==> src/rtl/tcg_pkg.sv <==
package tcg_pkg;

    localparam int CFG_W   = 2;
    localparam int EN_BIT  = 0;
    localparam int SEL_BIT = 1;
    localparam int RUN_BIT = 0;

    localparam logic ADDR_CLK = 1'b0;
    localparam logic ADDR_CTL = 1'b1;

    typedef enum logic {
        SRC_BUS = 1'b0,
        SRC_GEN = 1'b1
    } src_e;

    typedef struct packed {
        src_e sel;
        logic en;
    } clk_cfg_t;

    function automatic clk_cfg_t decode_cfg(input logic [CFG_W-1:0] d);
        clk_cfg_t c;
        c.sel = src_e'(d[SEL_BIT]);
        c.en  = d[EN_BIT];
        return c;
    endfunction

    function automatic logic is_frozen(input logic halt, input logic run_all,
                                       input logic run_self);
        return halt && !(run_all && run_self);
    endfunction

endpackage

==> src/rtl/tcg_regs.sv <==
module tcg_regs
    import tcg_pkg::*;
(
    input  logic             clk,
    input  logic             rst,
    input  logic             wr,
    input  logic             addr,
    input  logic [CFG_W-1:0] wdata,
    input  logic             busy,
    input  logic             clk_run,
    output clk_cfg_t         cfg_q,
    output logic             ctr_en_q,
    output logic             change
);

    clk_cfg_t new_cfg;
    logic     sel_diff;
    logic     en_diff;
    logic     clk_wr;
    logic     ctl_wr;

    always_comb begin
        new_cfg  = decode_cfg(wdata);
        sel_diff = (new_cfg.sel != cfg_q.sel);
        en_diff  = (new_cfg.en != cfg_q.en);
        clk_wr   = wr && (addr == ADDR_CLK) && !busy;
        ctl_wr   = wr && (addr == ADDR_CTL);
        // exactly one field may move per write
        change   = clk_wr && (sel_diff ^ en_diff);
    end

    always_ff @(posedge clk) begin
        if (rst) begin
            cfg_q <= '{sel: SRC_BUS, en: 1'b0};
        end else if (change) begin
            cfg_q <= new_cfg;
        end
    end

    always_ff @(posedge clk) begin
        if (rst) begin
            ctr_en_q <= 1'b0;
        end else if (ctl_wr) begin
            if (!wdata[RUN_BIT]) begin
                ctr_en_q <= 1'b0;
            end else if (clk_run) begin
                ctr_en_q <= 1'b1;
            end
        end
    end

endmodule

==> src/rtl/tcg_sync.sv <==
module tcg_sync
    import tcg_pkg::*;
#(
    parameter int SYNC_STAGES = 2
) (
    input  logic     clk,
    input  logic     rst,
    input  logic     start,
    input  clk_cfg_t cfg_in,
    output logic     busy,
    output clk_cfg_t cfg_applied
);

    localparam int BUSY_CYCLES = SYNC_STAGES + 1;
    localparam int BW          = $clog2(BUSY_CYCLES + 1);

    logic [BW-1:0] remain_q;

    assign busy = (remain_q != '0);

    always_ff @(posedge clk) begin
        if (rst) begin
            remain_q <= '0;
        end else if (start) begin
            remain_q <= BW'(BUSY_CYCLES);
        end else if (busy) begin
            remain_q <= remain_q - BW'(1);
        end
    end

    // the setting lands on the edge where busy drops
    always_ff @(posedge clk) begin
        if (rst) begin
            cfg_applied <= '{sel: SRC_BUS, en: 1'b0};
        end else if (remain_q == BW'(1)) begin
            cfg_applied <= cfg_in;
        end
    end

endmodule

==> src/rtl/tcg_presc.sv <==
module tcg_presc
    import tcg_pkg::*;
#(
    parameter int PRESC_DIV = 4,
    parameter int CNT_W     = 8
) (
    input  logic             clk,
    input  logic             rst,
    input  clk_cfg_t         cfg_applied,
    input  logic             gen_tick,
    input  logic             frozen,
    input  logic             ctr_en,
    output logic             tick,
    output logic [CNT_W-1:0] count
);

    localparam int PW = (PRESC_DIV > 2) ? $clog2(PRESC_DIV) : 1;

    logic          src_pulse;
    logic          advance;
    logic [PW-1:0] pcnt_q;

    always_comb begin
        src_pulse = (cfg_applied.sel == SRC_BUS) ? 1'b1 : gen_tick;
        advance   = cfg_applied.en && !frozen && src_pulse;
        tick      = advance && (pcnt_q == PW'(PRESC_DIV - 1));
    end

    always_ff @(posedge clk) begin
        if (rst) begin
            pcnt_q <= '0;
        end else if (tick) begin
            pcnt_q <= '0;
        end else if (advance) begin
            pcnt_q <= pcnt_q + PW'(1);
        end
    end

    always_ff @(posedge clk) begin
        if (rst) begin
            count <= '0;
        end else if (tick && ctr_en) begin
            count <= count + CNT_W'(1);
        end
    end

endmodule

==> src/rtl/tmr_clkgate.sv <==
module tmr_clkgate
    import tcg_pkg::*;
#(
    parameter int SYNC_STAGES = 2,
    parameter int PRESC_DIV   = 4,
    parameter int CNT_W       = 8
) (
    input  logic             clk,
    input  logic             rst,
    input  logic             bus_wr,
    input  logic             bus_addr,
    input  logic [CFG_W-1:0] bus_wdata,
    input  logic             gen_tick,
    input  logic             dbg_halt,
    input  logic             dbg_run_all,
    input  logic             dbg_run_self,
    output logic             src_sel,
    output logic             clk_en,
    output logic             busy,
    output logic             ctr_en,
    output logic             clk_run,
    output logic             presc_tick,
    output logic [CNT_W-1:0] count
);

    clk_cfg_t cfg_q;
    clk_cfg_t cfg_applied;
    logic     change;
    logic     frozen;

    assign frozen  = is_frozen(dbg_halt, dbg_run_all, dbg_run_self);
    assign src_sel = cfg_q.sel;
    assign clk_en  = cfg_q.en;
    assign clk_run = cfg_applied.en;

    tcg_regs u_regs (
        .clk      (clk),
        .rst      (rst),
        .wr       (bus_wr),
        .addr     (bus_addr),
        .wdata    (bus_wdata),
        .busy     (busy),
        .clk_run  (clk_run),
        .cfg_q    (cfg_q),
        .ctr_en_q (ctr_en),
        .change   (change)
    );

    tcg_sync #(.SYNC_STAGES(SYNC_STAGES)) u_sync (
        .clk         (clk),
        .rst         (rst),
        .start       (change),
        .cfg_in      (cfg_q),
        .busy        (busy),
        .cfg_applied (cfg_applied)
    );

    tcg_presc #(.PRESC_DIV(PRESC_DIV), .CNT_W(CNT_W)) u_presc (
        .clk         (clk),
        .rst         (rst),
        .cfg_applied (cfg_applied),
        .gen_tick    (gen_tick),
        .frozen      (frozen),
        .ctr_en      (ctr_en),
        .tick        (presc_tick),
        .count       (count)
    );

endmodule

==> config.mk <==
export PLATFORM = sky130hd
export DESIGN_NAME = tmr_clkgate
export DESIGN_NICKNAME = d
export VERILOG_FILES = /design/src/rtl/tcg_pkg.sv /design/src/rtl/tcg_regs.sv /design/src/rtl/tcg_sync.sv /design/src/rtl/tcg_presc.sv /design/src/rtl/tmr_clkgate.sv
export SDC_FILE = /design/constraint.sdc
export NUM_CORES = 1
export LEC_CHECK = 0
export BUFFER_PORTS_ARGS = -buffer_cell sky130_fd_sc_hd__buf_4
export CAP_MARGIN = 20
export CELL_PAD_IN_SITES_DETAIL_PLACEMENT = 0
export CELL_PAD_IN_SITES_GLOBAL_PLACEMENT = 1
export CORE_UTILIZATION = 32
export CTS_CLUSTER_DIAMETER = 150
export CTS_CLUSTER_SIZE = 8
export DETAILED_ROUTE_END_ITERATION = 16
export PLACE_DENSITY_LB_ADDON = 0.1
export SETUP_SLACK_MARGIN = 0.02
export SYNTH_ARGS = -nofsm -noshare
export SYNTH_HDL_FRONTEND = slang
export SYNTH_SLANG_ARGS = --single-unit
==> constraint.sdc <==
create_clock -name clk -period 1.5 [get_ports clk]
set_input_delay 0.225 -clock clk [delete_from_list [all_inputs] [get_ports clk]]
set_output_delay 0.225 -clock clk [all_outputs]
set_load 0.1 [all_outputs]
Word-level counts from Yosys, hierarchy flattened
Cells that the tools add are included.

Add/sub/neg operators: 3. Equality and inequality tests: 5. Muxes and demuxes: 5. Bitwise gates (word level): 2. Reduce and logical (&&, ||, !) cells: 17.

Operators by type and width (number): logical AND 1 bit (10); adder 8 x 1 -> 8 bit (second input constant) (1); two-way mux 2 bit (2); nonzero test 2 bit (2); logical NOT 1 bit (3); two-way mux 1 bit (3); adder 2 x 1 -> 2 bit (second input constant) (1); equality test 2 x 1 -> 1 bit (second input constant) (1); equality test 2 bit (second input constant) (1); != test 1 bit (2); != test 2 x 1 -> 1 bit (second input constant) (1); AND reduction 2 bit (1); OR reduction 2 bit (1); subtractor 2 x 1 -> 2 bit (second input constant) (1); inverter 1 bit (1); bitwise XOR 1 bit (1).

Register bits after elaboration: 17. Input bits: 10. Output and inout bits: 14.

Logic depth before layout (Yosys ltp)
Word-level depth: 8. Gate-level depth with buffers: 6.

Cells and area by module
Synthesis repeated with hierarchy kept, for this count alone.

Cell total of the unflattened synthesis: 95. Area total of the unflattened synthesis: 857.1 um2.

Modules (own cells, without submodules): tcg_presc (times used 1, cells each 58, area an instance 501.7 um2, sequential area each 200.2 um2); tcg_sync (times used 1, cells each 18, area an instance 180.2 um2, sequential area each 80.1 um2); tcg_regs (times used 1, cells each 18, area an instance 163.9 um2, sequential area each 60.1 um2); tmr_clkgate (times used 1, cells each 1, area an instance 11.3 um2, sequential area each 0.0 um2).

Worst setup path after synthesis
Ideal clock, no wire load.

Path kind: reg-to-output. From: reg, netlist name u_sync.cfg_applied[0]. To: out presc_tick. Arrival: 2624 ps. Setup slack: -1349 ps. Cell stages (with the launch flop): 3. Buffers on the path: 0. Cell sequence: dfxtp_1 > nand3_1 > nor2_1.

Longest elaborated chain between the ends: 3.

RTL lines: logical AND 1 bit (2 in a row) (RTL line tcg_presc.sv:25) `advance = cfg_applied.en && !frozen && src_pulse;`; logical AND 1 bit (RTL line tcg_presc.sv:26) `tick = advance && (pcnt_q == PW'(PRESC_DIV - 1));`; end, declared (RTL line tmr_clkgate.sv:22) `output logic presc_tick,`.

No other way between the ends.

Worst setup path in the final report
From: reg u_presc.pcnt_q[1]. To: out presc_tick.

Longest elaborated chain between the ends: 2.

RTL lines: start, declared (RTL line tcg_presc.sv:21) `logic [PW-1:0] pcnt_q;`; start signal, assigned (RTL line tcg_presc.sv:35) `pcnt_q <= pcnt_q + PW'(1);`; equality test 2 bit (RTL line tcg_presc.sv:26); logical AND 1 bit (RTL line tcg_presc.sv:26).

No other way between the ends.

==> impl_metrics.ini <==
[outcome]
status = completed

[routing]
vias_per_cell = 4.97
num_vias = 776
routed_wl_um = 1960
firstDrtPassIters = 3
drtAntennaViolNets = 0
drtIter0Drc = 8
drc = 0
avgRoutedWirePerCell_um = 12.5

[global_routing]
antenna_found_initial = 0
grt_use_met1_pct = 17.9
busiest_layer = met2
grt_use_met3_pct = 6.03
globalRouteOverflowTotal = 0
grt_usage_pct = 14.8
first_global_vias = 664
grt_pass1_wl_um = 2900
grt_max_degree = 19
globalRouteMet2Util_pct = 23.8

[timing]
min_period_ns = 1.45
finClkSkew_ns = 0.00205
fmax_ghz = 0.691
rsz0062_at_grt = true
fin_ws_ns = 0.0528
period_share_pct = 96.5
finalSetupViolCount = 0
worstMarginPinSlew_ns = 0.390
slew_headroom_pct = 73.8
slew_violations = 0
report.final.hold_viol_count = 0

[clock_network]
cts_inserted_buffers = 3
cts_buffer_depth = 2
htree_levels = 1
path_clk_slew_ns = 0.10
cts-root-buf = clkbuf_4
clock-sinks = 17
worstSkewPairLatency_ns = 0.29
cts_tree = yes

[cells_and_area]
drive_gt1_share_pct = 53.2
fillers = 255
area_growth_pct = 49.1
final_util_pct = 50.5
finalInstanceArea_mm2 = 0.00125
nets = 141
antenna_cells = 0

[synthesis]
yosys.area.top_type_share_pct = 40.6
synth_common_cells = dfxtp_1 (17), nor2_1 (10), a21oi_1 (9)
syn-cell-area_um2 = 838
synth_area_leader_cell = dfxtp_1
synth.area.top_cells = dfxtp_1 (41%), ha_1 (6.0%), a21oi_1 (5.4%)
postSynthNetCount = 111
netlist_instances = 97
synth-main-ff-cell = dfxtp_1
ys_types = 29
synth_edf_count = 0
syn_area_per_cell_um2 = 8.64
yosys_warnings = 0
ys_seq_elements = 17
yosysSeqAreaShare_pct = 40.6
yosysMostFrequentCell = dfxtp_1
async_flop_share_pct = 0

[die]
die_h_um = 53.2
row_count = 18
num_io_pins = 24
initial_core_util_pct = 33.8
dieArea_mm2 = 0.00283
design.core.area_mm2 = 0.00248
die_w_um = 53.2

[critical_path]
worstPathRequired_ns = 1.27
crit_path_start_kind = flip-flop
worstPathMaxFanout = 4
criticalPathCategory = reg -> out
cp-end-kind = output pin
crit_arrival_ns = 1.22

[placement]
place_hpwl_um = 1410
place_area_mm2 = 0.00113
numPortBuffers = 23
dp_slack_ns = 0.00844
place_congestion = 0.684

[power]
power.density_mw_per_mm2 = 1110
p_leak_nw = 0.481
peakVddDrop_uv = 1420

[worst_hold_path]
hp-class = in -> reg

[run]
drv_cap = 0
-- cells by family after synthesis --
logic type | Yosys count | share of synthesized area (%)
simple gates | 38 | 23.9
mux | 4 | 4.93
buf+inv | 7 | 4.03
xor+xnor | 7 | 7.31
flops | 17 | 40.6
compound gates | 20 | 13.3
fa+ha+maj | 4 | 5.97
-- flip-flops by register name, indices dropped and copies added, names as in the netlist --
| signal | flops |
|---|---|
| u_presc.count | 8 |
| u_presc.pcnt_q | 2 |
| u_regs.cfg_q | 2 |
| u_sync.cfg_applied | 2 |
| u_sync.remain_q | 2 |
| u_regs.ctr_en_q | 1 |
-- cell type report --
| class | count | area, um2 | area share, % |
|---|---|---|---|
| Multi-Input combinational cell | 73 | 547 | 43.7 |
| Timing Repair Buffer | 28 | 238 | 19.0 |
| Inverter | 4 | 21.3 | 1.70 |
| Clock buffer | 4 | 26.3 | 2.10 |
| Sequential cell | 17 | 380 | 30.4 |
| Tap cell | 30 | 37.5 | 3.00 |
-- worst max-delay path: stages, from the launching register on --
cell     delay [ns]
dfxtp_2        0.37
ha_4           0.14
buf_6          0.10
inv_4          0.03
nor2_4         0.11
buf_12         0.18
-- layout by cell type, fill, tap and decap left out, types with 2 or more instances in the layout --
cell / Yosys / routed
inv_2: 0 / 2
xor2_1: 4 / 4
buf_6: 1 / 2
nand2_1: 5 / 5
or3_1: 4 / 3
ha_4: 0 / 2
ha_1: 4 / 2
dfxtp_1: 17 / 3
dfxtp_2: 0 / 5
o21ai_0: 7 / 7
clkbuf_4: 0 / 3
mux2i_1: 3 / 3
dfxtp_4: 0 / 9
xnor2_1: 3 / 2
buf_4: 0 / 24
nand3_1: 7 / 6
nor2_1: 10 / 9
a21oi_1: 9 / 8
-- power breakdown --
part	total, mW	switching, mW	leakage, nW	internal [mW]
Combinational	0.625	0.384	0.319	0.241
Sequential	0.513	0.0361	0.147	0.476
Clock	0.248	0.145	0.0150	0.103
Total	1.39	0.565	0.481	0.821
-- stage by stage --
stage                     instances  TNS (ns)  hold WS [ns]  power, mW
after floorplan                  97         0         0.362      0.995
final                           156         0         0.196       1.39
after global placement          149         0         0.445       1.10
after detailed placement        149         0         0.465       1.11
after CTS                       153         0         0.184       1.38
after global routing            156   -0.0152         0.193       1.47
-- path summary, 6_finish.rpt --
kind,to,slack [ns],start,cells past startpoint
setup / recovery,presc_tick,0.05,u_presc.pcnt_q[1]$_SDFFE_PP0P_,5
hold reg to reg,u_presc.pcnt_q[1]$_SDFFE_PP0P_,0.48,u_presc.pcnt_q[1]$_SDFFE_PP0P_,2
hold / removal,u_regs.cfg_q[1]$_SDFFE_PP0P_,0.20,bus_wdata[1],3
setup reg to reg,u_presc.count[4]$_SDFFE_PP0P_,0.06,u_presc.pcnt_q[1]$_SDFFE_PP0P_,6
-- repair_timing --
action / in CTS / in global routing
setup buffers: 0 / 3
setup endpoints to repair: 5 / 7
gates cloned: 0 / 0
pin swaps: 0 / 4
endpoints found under the hold margin: 0 / 0
hold buffers: 0 / 0
resized for setup: 9 / 9
-- metal layers --
layer  up-vias  share of wire, %
li1        400                 -
met1       359                46
met2        15                49
met3         2               4.3
met4         0              0.51
met5         -                 0
Note: power is estimated with default switching activity, not from simulation.
